## config.mk

```make
export PLATFORM = sky130hd
export DESIGN_NAME = pfx_opdec
export DESIGN_NICKNAME = d
export VERILOG_FILES = /design/src/rtl/pfx_opdec_pkg.sv /design/src/rtl/opdec_prefix_trk.sv /design/src/rtl/opdec_core.sv /design/src/rtl/opdec_out_reg.sv /design/src/rtl/pfx_opdec.sv
export SDC_FILE = /design/constraint.sdc
export NUM_CORES = 1
export LEC_CHECK = 0
export BUFFER_PORTS_ARGS = -buffer_cell sky130_fd_sc_hd__buf_2
export CAP_MARGIN = 25
export CORE_MARGIN = 2
export CORE_UTILIZATION = 35
export DETAILED_ROUTE_END_ITERATION = 12
export PLACE_DENSITY = 0.65
export SYNTH_ARGS = -nofsm -noshare
export SYNTH_HDL_FRONTEND = slang
export SYNTH_HIERARCHICAL = 1
export SYNTH_SLANG_ARGS = --single-unit
```

## constraint.sdc

```tcl
create_clock -name clk -period 3.28 [get_ports clk]
set_clock_uncertainty 0.1 [all_clocks]
set_input_delay 0.164 -clock clk [delete_from_list [all_inputs] [get_ports clk]]
set_output_delay 0.164 -clock clk [all_outputs]
set_load 0.005 [all_outputs]
```

## src/rtl/pfx_opdec_pkg.sv

```systemverilog
package pfx_opdec_pkg;

  localparam int BYTE_W  = 8;
  localparam int NIB_W   = 4;
  localparam int CODE_W  = 4;
  localparam int NBYTE_W = 2;
  localparam int CYC_W   = 4;

  typedef enum logic [CODE_W-1:0] {
    OPK_NONE = 4'd0,
    OPK_SUB  = 4'd1,
    OPK_SBC  = 4'd2,
    OPK_STA  = 4'd3,
    OPK_STX  = 4'd4,
    OPK_STHX = 4'd5,
    OPK_SEC  = 4'd6,
    OPK_SEI  = 4'd7,
    OPK_STOP = 4'd8,
    OPK_SWI  = 4'd9,
    OPK_TAP  = 4'd10,
    OPK_TAX  = 4'd11,
    OPK_TPA  = 4'd12
  } opkind_e;

  typedef enum logic [CODE_W-1:0] {
    AM_NONE = 4'd0,
    AM_INH  = 4'd1,
    AM_IMM  = 4'd2,
    AM_DIR  = 4'd3,
    AM_EXT  = 4'd4,
    AM_IX2  = 4'd5,
    AM_IX1  = 4'd6,
    AM_IX   = 4'd7,
    AM_SP1  = 4'd8,
    AM_SP2  = 4'd9
  } amode_e;

  typedef struct packed {
    logic               illegal;
    opkind_e            op;
    amode_e             mode;
    logic [NBYTE_W-1:0] nbytes;
    logic [CYC_W-1:0]   ncyc;
  } dec_t;

  localparam dec_t DEC_BLANK_ILLEGAL = '{illegal: 1'b1, op: OPK_NONE,
                                         mode: AM_NONE, nbytes: '0, ncyc: '0};

  // Operation named by the low nibble of a mode-map opcode.
  function automatic opkind_e op_of_low(input logic [NIB_W-1:0] lo);
    case (lo)
      4'h0:    return OPK_SUB;
      4'h2:    return OPK_SBC;
      4'h7:    return OPK_STA;
      4'hF:    return OPK_STX;
      default: return OPK_NONE;
    endcase
  endfunction

  // Mode from the high nibble when no prefix is pending.
  function automatic amode_e mode_plain(input logic [NIB_W-1:0] hi);
    case (hi)
      4'hA:    return AM_IMM;
      4'hB:    return AM_DIR;
      4'hC:    return AM_EXT;
      4'hD:    return AM_IX2;
      4'hE:    return AM_IX1;
      4'hF:    return AM_IX;
      default: return AM_NONE;
    endcase
  endfunction

  // Mode from the high nibble after a prefix.
  function automatic amode_e mode_paged(input logic [NIB_W-1:0] hi);
    case (hi)
      4'hE:    return AM_SP1;
      4'hD:    return AM_SP2;
      default: return AM_NONE;
    endcase
  endfunction

  function automatic logic [CYC_W-1:0] cycles_of_mode(input amode_e m);
    case (m)
      AM_IMM:  return 4'd2;
      AM_DIR:  return 4'd3;
      AM_EXT:  return 4'd4;
      AM_IX2:  return 4'd4;
      AM_IX1:  return 4'd3;
      AM_IX:   return 4'd2;
      AM_SP1:  return 4'd4;
      AM_SP2:  return 4'd5;
      default: return 4'd0;
    endcase
  endfunction

  function automatic logic [NBYTE_W-1:0] nbytes_of_mode(input amode_e m);
    case (m)
      AM_IMM, AM_DIR, AM_IX1, AM_SP1: return 2'd1;
      AM_EXT, AM_IX2, AM_SP2:         return 2'd2;
      default:                        return 2'd0;
    endcase
  endfunction

  // Stores write memory, so an immediate operand has no meaning for them.
  function automatic logic op_mode_legal(input opkind_e op, input amode_e m);
    if (op == OPK_NONE || m == AM_NONE) return 1'b0;
    if ((op == OPK_STA || op == OPK_STX) && m == AM_IMM) return 1'b0;
    return 1'b1;
  endfunction

  // Whole-byte opcodes outside the nibble map.
  function automatic dec_t fixed_lookup(input logic [BYTE_W-1:0] b);
    dec_t d;
    d = DEC_BLANK_ILLEGAL;
    case (b)
      8'h99: d = '{1'b0, OPK_SEC,  AM_INH, 2'd0, 4'd1};
      8'h9B: d = '{1'b0, OPK_SEI,  AM_INH, 2'd0, 4'd2};
      8'h8E: d = '{1'b0, OPK_STOP, AM_INH, 2'd0, 4'd1};
      8'h83: d = '{1'b0, OPK_SWI,  AM_INH, 2'd0, 4'd9};
      8'h84: d = '{1'b0, OPK_TAP,  AM_INH, 2'd0, 4'd2};
      8'h97: d = '{1'b0, OPK_TAX,  AM_INH, 2'd0, 4'd1};
      8'h85: d = '{1'b0, OPK_TPA,  AM_INH, 2'd0, 4'd1};
      8'h35: d = '{1'b0, OPK_STHX, AM_DIR, 2'd1, 4'd4};
      default: ;
    endcase
    return d;
  endfunction

endpackage

```

## src/rtl/opdec_prefix_trk.sv

```systemverilog
module opdec_prefix_trk
  import pfx_opdec_pkg::*;
#(
  parameter logic [BYTE_W-1:0] PFX_CODE = 8'h9E
) (
  input  logic              clk,
  input  logic              rst_n,
  input  logic              in_valid,
  input  logic [BYTE_W-1:0] in_byte,
  output logic              pending_o,
  output logic              arm_o,
  output logic              consume_o
);

  logic pending_q;

  // A prefix arms only from the idle state; a second one is consumed as a follower.
  assign arm_o     = in_valid && !pending_q && (in_byte == PFX_CODE);
  assign consume_o = in_valid && pending_q;

  always_ff @(posedge clk or negedge rst_n) begin
    if (!rst_n)         pending_q <= 1'b0;
    else if (arm_o)     pending_q <= 1'b1;
    else if (consume_o) pending_q <= 1'b0;
  end

  assign pending_o = pending_q;

  AST_PFX_ARMS: assert property (@(posedge clk) disable iff (!rst_n)
    arm_o |=> pending_q) else $error("prefix did not arm");

  AST_PFX_CONSUMED: assert property (@(posedge clk) disable iff (!rst_n)
    consume_o |=> !pending_q) else $error("prefix survived follower");

  AST_PFX_HOLD_IDLE: assert property (@(posedge clk) disable iff (!rst_n)
    !in_valid |=> $stable(pending_q)) else $error("pending moved while idle");

endmodule

```

## src/rtl/opdec_core.sv

```systemverilog
module opdec_core
  import pfx_opdec_pkg::*;
(
  input  logic              paged_i,
  input  logic [BYTE_W-1:0] byte_i,
  output dec_t              dec_o,
  output logic              map_hit_o
);

  logic [NIB_W-1:0] hi, lo;
  opkind_e          op_n;
  amode_e           mode_n;
  logic             nib_ok;
  dec_t             fixed_d;

  assign hi = byte_i[BYTE_W-1 -: NIB_W];
  assign lo = byte_i[NIB_W-1:0];

  always_comb begin
    op_n    = op_of_low(lo);
    mode_n  = paged_i ? mode_paged(hi) : mode_plain(hi);
    nib_ok  = op_mode_legal(op_n, mode_n);
    fixed_d = fixed_lookup(byte_i);
  end

  assign map_hit_o = nib_ok;

  always_comb begin
    if (nib_ok) begin
      dec_o = '{illegal: 1'b0, op: op_n, mode: mode_n,
                nbytes: nbytes_of_mode(mode_n), ncyc: cycles_of_mode(mode_n)};
    end else if (!paged_i) begin
      dec_o = fixed_d;
    end else begin
      dec_o = DEC_BLANK_ILLEGAL;
    end
  end

  always_comb begin
    if (!nib_ok && !dec_o.illegal)
      assert (dec_o.mode == AM_INH || dec_o.op == OPK_STHX)
        else $error("fixed decode outside its set");
  end

endmodule

```

## src/rtl/opdec_out_reg.sv

```systemverilog
module opdec_out_reg
  import pfx_opdec_pkg::*;
(
  input  logic clk,
  input  logic rst_n,
  input  logic load_i,
  input  dec_t dec_i,
  output logic valid_o,
  output dec_t dec_o
);

  always_ff @(posedge clk or negedge rst_n) begin
    if (!rst_n) begin
      valid_o <= 1'b0;
      dec_o   <= '0;
    end else begin
      valid_o <= load_i;
      if (load_i) dec_o <= dec_i;
    end
  end

endmodule

```

## src/rtl/pfx_opdec.sv

```systemverilog
module pfx_opdec
  import pfx_opdec_pkg::*;
#(
  parameter logic [BYTE_W-1:0] PFX_CODE = 8'h9E
) (
  input  logic                 clk,
  input  logic                 rst_n,
  input  logic                 in_valid,
  input  logic [BYTE_W-1:0]    in_byte,
  output logic                 dec_valid,
  output logic                 dec_illegal,
  output logic [CODE_W-1:0]    dec_op,
  output logic [CODE_W-1:0]    dec_mode,
  output logic [NBYTE_W-1:0]   dec_nbytes,
  output logic [CYC_W-1:0]     dec_cycles,
  output logic                 pfx_pending
);

  logic pending_w, arm_w, consume_w, map_hit_w, final_byte_w;
  dec_t comb_dec, held_dec;

  opdec_prefix_trk #(.PFX_CODE(PFX_CODE)) u_trk (
    .clk       (clk),
    .rst_n     (rst_n),
    .in_valid  (in_valid),
    .in_byte   (in_byte),
    .pending_o (pending_w),
    .arm_o     (arm_w),
    .consume_o (consume_w)
  );

  opdec_core u_core (
    .paged_i   (pending_w),
    .byte_i    (in_byte),
    .dec_o     (comb_dec),
    .map_hit_o (map_hit_w)
  );

  // Every strobed byte except an arming prefix ends an instruction.
  assign final_byte_w = in_valid && !arm_w;

  opdec_out_reg u_out (
    .clk     (clk),
    .rst_n   (rst_n),
    .load_i  (final_byte_w),
    .dec_i   (comb_dec),
    .valid_o (dec_valid),
    .dec_o   (held_dec)
  );

  assign dec_illegal = held_dec.illegal;
  assign dec_op      = held_dec.op;
  assign dec_mode    = held_dec.mode;
  assign dec_nbytes  = held_dec.nbytes;
  assign dec_cycles  = held_dec.ncyc;
  assign pfx_pending = pending_w;

  AST_VALID_FROM_STROBE: assert property (@(posedge clk) disable iff (!rst_n)
    dec_valid |-> $past(in_valid) && !$past(arm_w)) else $error("spurious valid");

  AST_ARM_NO_VALID: assert property (@(posedge clk) disable iff (!rst_n)
    arm_w |=> !dec_valid) else $error("prefix produced a decode");

  AST_ILLEGAL_BLANK: assert property (@(posedge clk) disable iff (!rst_n)
    dec_valid && dec_illegal |-> dec_op == 4'd0 && dec_mode == 4'd0
      && dec_nbytes == 2'd0 && dec_cycles == 4'd0) else $error("illegal not blank");

  AST_SP_NEEDS_PFX: assert property (@(posedge clk) disable iff (!rst_n)
    dec_valid && (dec_mode == AM_SP1 || dec_mode == AM_SP2) |-> $past(pending_w))
    else $error("stack mode without prefix");

  AST_STORE_NOT_IMM: assert property (@(posedge clk) disable iff (!rst_n)
    dec_valid && (dec_op == OPK_STA || dec_op == OPK_STX) |-> dec_mode != AM_IMM)
    else $error("store decoded as immediate");

  AST_PAGED_MAP_ONLY: assert property (@(posedge clk) disable iff (!rst_n)
    consume_w && !map_hit_w |=> dec_valid && dec_illegal)
    else $error("bad follower not flagged");

endmodule

```

==> Word-level counts from Yosys, hierarchy flattened <==
Memory sizes are Yosys's and may differ from the RTL's.
Cells that the tools add are included.
{ "classes": {"n_eq_ne": 27, "muxes": 17, "n_reduce_logical": 15} }
{ "ops": {"columns": ["operator", "n"], "rows": [
  ["$pmux W15 S8", 1],
  ["$eq A8 B8 Y1 const B", 8],
  ["$eq A4 B4 Y1 const B", 9],
  ["$mux W15", 2],
  ["$pmux W3 S6", 1],
  ["$eq A4 B3 Y1 const B", 4],
  ["$eq A4 B2 Y1 const B", 3],
  ["$logic_not A4 Y1", 3],
  ["$pmux W3 S4", 1],
  ["$mux W1", 9],
  ["$eq A8 B6 Y1 const B", 1],
  ["$pmux W4 S2", 1],
  ["$logic_and A1 B1 Y1", 5],
  ["$mux W4", 1],
  ["$pmux W2 S2", 1],
  ["$reduce_or A4 Y1", 1],
  ["$eq A3 B2 Y1 const B", 1],
  ["$eq A3 B3 Y1 const B", 1],
  ["$reduce_or A3 Y1", 1],
  ["$logic_not A1 Y1", 2],
  ["$logic_or A1 B1 Y1", 2],
  ["$reduce_bool A2 Y1", 1]
]} }
{ "totals": {"register_bits": 17, "mem_bits_ro": 48, "word_cells": 67, "memories": 1} }
{ "memory_table": {"columns": ["memory", "depth", "width", "rd", "rd_ports_with_merged_regs", "wr", "line_no", "text"], "rows": [
  ["(no name shown)", 16, 3, 1, 0, 0, "pfx_opdec_pkg.sv:83", "case (m)"]
]} }

==> Depth between registers and ports, before layout <==
Gate-level depths: netlist (run 1).
{ "logic_depth": {"ltp_word": 10, "ltp_mapped": 7, "depth_no_buf": 6} }

==> Hierarchy <==
The synthesis (run 1) kept the hierarchy.
{ "by_module_without_submodules": {"columns": ["module", "instances", "cells_each", "area_per_inst_um2", "seq_area_each_um2"], "rows": [
  ["opdec_out_reg", 1, 33, 638.1, 400.4],
  ["opdec_core", 1, 93, 569.3, 0.0],
  ["opdec_prefix_trk", 1, 8, 81.3, 25.0],
  ["pfx_opdec", 1, 1, 13.8, 0.0]
]} }

==> Worst setup path before layout (run 1) <==
No wires, ideal clock.
{ "synth_timing": {"path_kind": "register to register", "from": "register u_trk.pending_q, in the netlist u_trk/pending_o", "to": "register u_out/dec_o[0] (netlist name)", "setup_time_ps": 125, "arrival_ps": 1630, "required_ps": 3055, "setup_slack_ps": 1425, "stages_incl_launch_ff": 7, "synth_period_minus_slack_ps": 1855, "cell_sequence": "dfrtp_1 clkbuf_1 inv_1 o211ai_1 a21oi_4 a32o_1 mux2_4"} }
{ "synth_lines": {"columns": ["item", "line_no", "text"], "rows": [
  ["from (decl)", "opdec_prefix_trk.sv:15", "logic pending_q;"],
  ["from (signal assigned)", "opdec_prefix_trk.sv:22", "if (!rst_n) pending_q <= 1'b0;"],
  ["from (signal assigned)", "opdec_prefix_trk.sv:23", "else if (arm_o) pending_q <= 1'b1;"],
  ["from (signal assigned)", "opdec_prefix_trk.sv:24", "else if (consume_o) pending_q <= 1'b0;"],
  ["to (signal assigned)", "opdec_out_reg.sv:18", "if (load_i) dec_o <= dec_i;"],
  ["to (decl)", "opdec_out_reg.sv:9", "output dec_t dec_o"]
]} }

==> Worst setup path in the final report (run 1) <==
{ "layout_timing": {"from": "register u_trk.pending_q, in the netlist u_trk/pending_o", "to": "register u_out/dec_o[14] (netlist name)"} }
{ "layout_between": {"word_cells_on_any_way": 18} }
{ "layout_lines": {"columns": ["item", "line_no", "text"], "rows": [
  ["$logic_not A1 Y1", null, null],
  ["$logic_and A1 B1 Y1 (2 in series)", "opdec_prefix_trk.sv:18", "assign arm_o = in_valid && !pending_q && (in_byte == PFX_CODE);"],
  ["named net arm_w", "pfx_opdec.sv:19", "logic pending_w, arm_w, consume_w, map_hit_w, final_byte_w;"],
  ["$logic_not A1 Y1", "pfx_opdec.sv:40", "assign final_byte_w = in_valid && !arm_w;"],
  ["$logic_and A1 B1 Y1", "pfx_opdec.sv:40", null],
  ["named net final_byte_w", "pfx_opdec.sv:19", null]
]} }
The timed path passes the listed nets, and every way through them passes these cells. The select of a mux whose other input is x is not followed.
A chain may end at the register's enable or synchronous reset.

==> impl_metrics.json, run 1 <==
{
  "status": "finished clean",
  "reg2reg_setup_slack_ns": 1.28,
  "fin_nets": 166,
  "cp_slowest_cell": "dfrtp_1",
  "cap_viol_max_count": 0,
  "grt_start_max_net_pins": 21,
  "die_area_um2": 4206,
  "cts_buffer_depth": 2,
  "finalHoldViolations": 0,
  "power_leakage_nw": 0.6611,
  "comb_power_share_pct": 19.6,
  "start_util_pct": 35.95,
  "tightest_slew_ns": 0.6511,
  "cellPowerDensity_nw_per_um2": 312.1,
  "worstPathCellList": "nand4b_1 -> nor3_1 -> nor2b_4 -> mux2_2",
  "die_x_um": 64.86,
  "cts_tree": "done",
  "yosys_warnings": 6,
  "syn_area_um2": 1296,
  "worstSetupEndpointType": "flop",
  "overflow": 0,
  "viasPerCell": 5.495,
  "critical_path_peak_fanout": 16,
  "switching_power_mw": 0.1189,
  "syn_avg_cell_area_um2": 9.673,
  "synth_cells": 134,
  "htreeDepth": 1,
  "antenna_cells": 0,
  "reg2regPathDepth": 4,
  "crit_path_start_kind": "flop",
  "drt_pass1_iterations": 4,
  "grt_usage_pct": 14.85,
  "cts_buffers": 3,
  "fin_util_pct": 40.77,
  "grt_pass1_vias": 1106,
  "post-route-drc-count": 0,
  "setup-tns-final_ns": 0,
  "fp-row-count": 22,
  "hp-class": "input port to flop",
  "gp_congestion": 0.8529,
  "seqPwrFrac_pct": 47.9,
  "syn_to_final_growth_pct": 13.42,
  "crit_cells": 4,
  "pwr-share-clk_pct": 32.5,
  "grt_antenna_before_repair": 0,
  "cts_root_buf": "clkbuf_8",
  "p_int_mw": 0.3400,
  "core_um2": 3606,
  "clock.fmax_ghz": 0.5007,
  "min_period_over_period_pct": 60.89,
  "critPathKind": "flop to flop",
  "fp.dieH_um": 64.86,
  "rsz0062_at_grt": "no",
  "post_cts_buffers": 0,
  "totalWireLength_um": 2955,
  "port_buffers": 27,
  "vdd_ir_drop_max_mv": 0.3142,
  "p_sw_share_pct": 25.91,
  "cp_top_family": "simple AND/OR/NAND/NOR gates",
  "cts.reportedPaths.clkPinSlew_ns": 0.06,
  "period_minus_slack_ns": 1.997,
  "synth_fp_nets": 145,
  "clk_latency_ns": 0.24,
  "holdPathStages": 3,
  "grt_pass1_wl_um": 5099,
  "vias": 1110,
  "critPathRequiredTime_ns": 3.31,
  "drt-initial-drc-count": 39,
  "hpwl_um": 2198,
  "arrival_ns": 2.02,
  "clock-sinks": 17,
  "drv_slew": 0,
  "max-slew-margin-rel_pct": 56.50,
  "antenna_left": 0,
  "drive_above_1_share_pct": 33.12,
  "path_buf_inv": 0,
  "critPathMaxStageDelay_ns": 0.61,
  "finalSetupViolations": 0,
  "wl_per_cell_um": 14.63,
  "top_level_ports": 28
}
tightest hold or removal path, delay by kind of cell:
kind	cells	cell delay, ns
and+or+nand+nor	1	0.12
buffers and inverters	1	0.10
AOI/OAI and AO/OA	1	0.07
metrics by stage:
step	instances	hold slack [ns]	power (mW)	area (um^2)	setup WS [ns]
5_1_grt	202	0.1463	0.4869	1470	1.155
6_report	202	0.1483	0.4588	1470	1.283
3_5_place_dp	197	0.004289	0.3119	1415	1.289
2_1_floorplan	134	-0.2316	0.2879	1296	1.438
4_1_cts	202	0.1415	0.4666	1470	1.271
3_3_place_gp	197	-0.007676	0.3098	1415	1.325
power groups by stage:
stage	combinational (mW)	sequential, mW	clock [mW]
after CTS	0.0897	0.220	0.157
after global placement	0.0864	0.223	0
after detailed placement	0.0884	0.223	0
final	0.0899	0.220	0.149
after floorplan	0.0640	0.224	0
after global routing	0.0997	0.220	0.167
area by class of cell:
cell class	count	area (um^2)
Sequential cell	17	425.4
Tap cell	48	60.06
Clock buffer	4	45.04
Fill cell	375	2136
Inverter	3	11.26
Timing Repair Buffer	28	145.1
Multi-Input combinational cell	102	783.3
registers in the layout (all words and copies together), names as in the netlist:
name / flops
u_out/dec_o: 15
u_out/valid_o: 1
u_trk/pending_o: 1
placed cells by master, fill, tap and decap left out, types with 2 or more instances in the layout:
cell type / instances
a21oi_1: 5
a31oi_1: 2
buf_2: 27
clkbuf_8: 3
dfrtp_1: 17
inv_1: 3
mux2_2: 5
mux2_4: 10
nand2_1: 6
nand2b_1: 5
nand3_1: 4
nand4b_1: 2
nor2_1: 8
nor2b_1: 6
nor3_1: 4
nor4bb_1: 2
o211ai_1: 3
o21ai_0: 9
o22ai_1: 2
or3_1: 2
xor2_1: 3
routing by layer:
metal / vias up / global-route usage, % / part of all wire (%)
li1: 533 / - / -
met4: 0 / 0.7979 / 0.54
met5: - / 0 / 0
met2: 34 / 26.80 / 50
met3: 2 / 3.472 / 4.5
met1: 541 / 18.78 / 45
repair_timing:
action / CTS / global route
hold endpoints to repair: 17 / 0
hold buffers: 1 / 0
resized for setup: 0 / 0
worst paths after layout:
path | startpoint | end
max in group asynchronous | rst_n | u_out/dec_o[0]$_DFFE_PN0P_
worst min register to register | u_out/dec_o[5]$_DFFE_PN0P_ | u_out/dec_o[5]$_DFFE_PN0P_
worst max register to register | u_trk/pending_o$_DFFE_PN0P_ | u_out/dec_o[14]$_DFFE_PN0P_
min in group asynchronous | rst_n | u_out/dec_o[1]$_DFFE_PN0P_
worst max-delay path | u_trk/pending_o$_DFFE_PN0P_ | u_out/dec_o[14]$_DFFE_PN0P_
worst min-delay path | in_valid | u_trk/pending_o$_DFFE_PN0P_
No activity file was read; power rests on OpenSTA's default activity.
==> inputs of run 2 (changes only) <==
- clock period: 3.28 -> 2 ns (I/O delays scaled with it)
==> run 2 against run 1 <==
Via count is 0.99% lower. Fmax up 7.0%. Cell count is 2.0% higher. Worst setup slack worse by 1.1 ns. Non-clock buffer count rose by 4. Clock power rose by 68%. Cell area grew 2.1%. Power is 66% higher. Largest cell class unchanged.
==> impl_metrics.json, run 2 (same netlist as run 1, synthesis figures left out) <==
{
  "totalWireLength_um": 2944,
  "cap_viol_max_count": 0,
  "drt_pass1_iterations": 4,
  "start_util_pct": 35.95,
  "vias": 1099,
  "placed_area_um2": 1445,
  "rsz0062_at_grt": "no",
  "gp_congestion": 0.8745,
  "grt_pass1_vias": 1023,
  "dp.cells": 201,
  "route.met3.wl_um": 145,
  "final_area_um2": 1501,
  "cts_resized": 0,
  "grt_start_max_net_pins": 21,
  "fin_nets": 170,
  "mostFrequentLayoutCell": "buf_2",
  "wl_per_cell_um": 14.29,
  "drt-initial-drc-count": 40,
  "crit_path_start_kind": "flop",
  "drv_slew": 0,
  "final_cell_mix": "buf_2, dfrtp_1, mux2_4",
  "power_leakage_nw": 0.6830,
  "seqPwrFrac_pct": 47.3,
  "grt_usage_pct": 14.64,
  "clock-sinks": 17,
  "die_x_um": 64.86,
  "fp.dieH_um": 64.86,
  "clock.fmax_ghz": 0.5359,
  "overflow": 0,
  "top_level_ports": 28,
  "wl_met1_um": 1375,
  "p_sw_share_pct": 26.87,
  "post-route-drc-count": 0,
  "cts_root_buf": "clkbuf_8",
  "htreeDepth": 1,
  "cellPowerDensity_nw_per_um2": 506.5,
  "finalHoldViolations": 0,
  "comb_power_share_pct": 19.8,
  "period_minus_slack_ns": 1.866,
  "antenna_left": 0,
  "drive_above_1_share_pct": 35.44,
  "critPathKind": "flop to flop",
  "power_mw": 0.7605,
  "clk_latency_ns": 0.25,
  "dr_wl_met2_um": 1422,
  "max-slew-margin-rel_pct": 63.35,
  "vdd_ir_drop_max_mv": 0.3953,
  "critical_path_peak_fanout": 16,
  "tightest_slew_ns": 0.5485,
  "switching_power_mw": 0.2043,
  "cts_buffer_depth": 2,
  "worstSetupEndpointType": "flop",
  "grt_pass1_wl_um": 4871,
  "port_buffers": 27,
  "hp-class": "input port to flop",
  "arrival_ns": 1.90,
  "cts.reportedPaths.clkPinSlew_ns": 0.07,
  "finalSetupViolations": 0,
  "syn_to_final_growth_pct": 15.83,
  "largest_register_ffs": 15,
  "critPathRequiredTime_ns": 2.03,
  "top_layer": "met3",
  "min_period_over_period_pct": 93.30,
  "status": "finished clean",
  "antenna_cells": 0,
  "pwr-share-clk_pct": 32.8,
  "fin_cells": 206,
  "hpwl_um": 2152,
  "grt_antenna_before_repair": 0,
  "die_area_um2": 4206,
  "cts_buffers": 3,
  "viasPerCell": 5.335,
  "fp-row-count": 22,
  "cts_tree": "done",
  "setup-tns-final_ns": 0,
  "p_int_mw": 0.5562,
  "regMostFlops": "u_out/dec_o",
  "core_um2": 3606
}
[run 2: cell types whose count changed in the layout (fill, tap and decap cells not counted)]
cell / delta
buf_4: +4
clkbuf_1: -1
clkinv_2: +1
[run 2: final timing paths]
check / cells after the start / to / slack (ns) / start
max: 4 / u_out/dec_o[5]$_DFFE_PN0P_ / 0.13 / u_trk/pending_o$_DFFE_PN0P_
min: 3 / u_trk/pending_o$_DFFE_PN0P_ / 0.06 / in_valid
max reg2reg: 4 / u_out/dec_o[5]$_DFFE_PN0P_ / 0.13 / u_trk/pending_o$_DFFE_PN0P_
min reg2reg: 1 / u_out/dec_o[14]$_DFFE_PN0P_ / 0.40 / u_out/dec_o[14]$_DFFE_PN0P_
max in group asynchronous: 2 / u_out/dec_o[5]$_DFFE_PN0P_ / 1.30 / rst_n
min in group asynchronous: 2 / u_out/dec_o[13]$_DFFE_PN0P_ / 0.21 / rst_n
[run 2: layout make-up]
type / count / area [um^2]
Multi-Input combinational cell: 102 / 783.3
Timing Repair Buffer: 32 / 175.2
Clock buffer: 3 / 41.29
Fill cell: 372 / 2105
Sequential cell: 17 / 425.4
Tap cell: 48 / 60.06
Clock inverter: 1 / 5.005
Inverter: 3 / 11.26
[run 2: critical path: stages (launching register included)]
cell	delay (ns)
dfrtp_1	0.50
nand4b_1	0.20
nor3_1	0.09
nor2b_4	0.46
mux2_2	0.39
[run 2: metal layers]
| layer | vias to the layer above | track usage [%] |
|---|---|---|
| met2 | 26 | 24.36 |
| met5 | - | 0 |
| met1 | 528 | 20.11 |
| li1 | 545 | - |
| met3 | 0 | 3.646 |
| met4 | 0 | 0.7979 |
[run 2: timing repair]
item | in CTS | in global routing
hold buffers | 1 | 0
setup buffers | 0 | 0
endpoints found under the hold margin | 17 | 0
[run 2: power groups by stage]
stage	Sequential (mW)	Clock [mW]	Combinational, mW
after floorplan	0.367	0	0.105
after global placement	0.366	0	0.145
after detailed placement	0.367	0	0.149
after CTS	0.360	0.266	0.150
after global routing	0.362	0.280	0.165
final	0.360	0.250	0.151
[run 2: through the flow]
stage                     util (%)  setup slack, ns  hold slack, ns
after floorplan                  -           0.1577         -0.2956
after global placement       40.08           0.1514        -0.05937
after detailed placement     40.08           0.1227        -0.05203
after CTS                    41.64           0.1294         0.05056
after global routing         41.64          0.02297         0.09071
final                        41.64           0.1340         0.06459
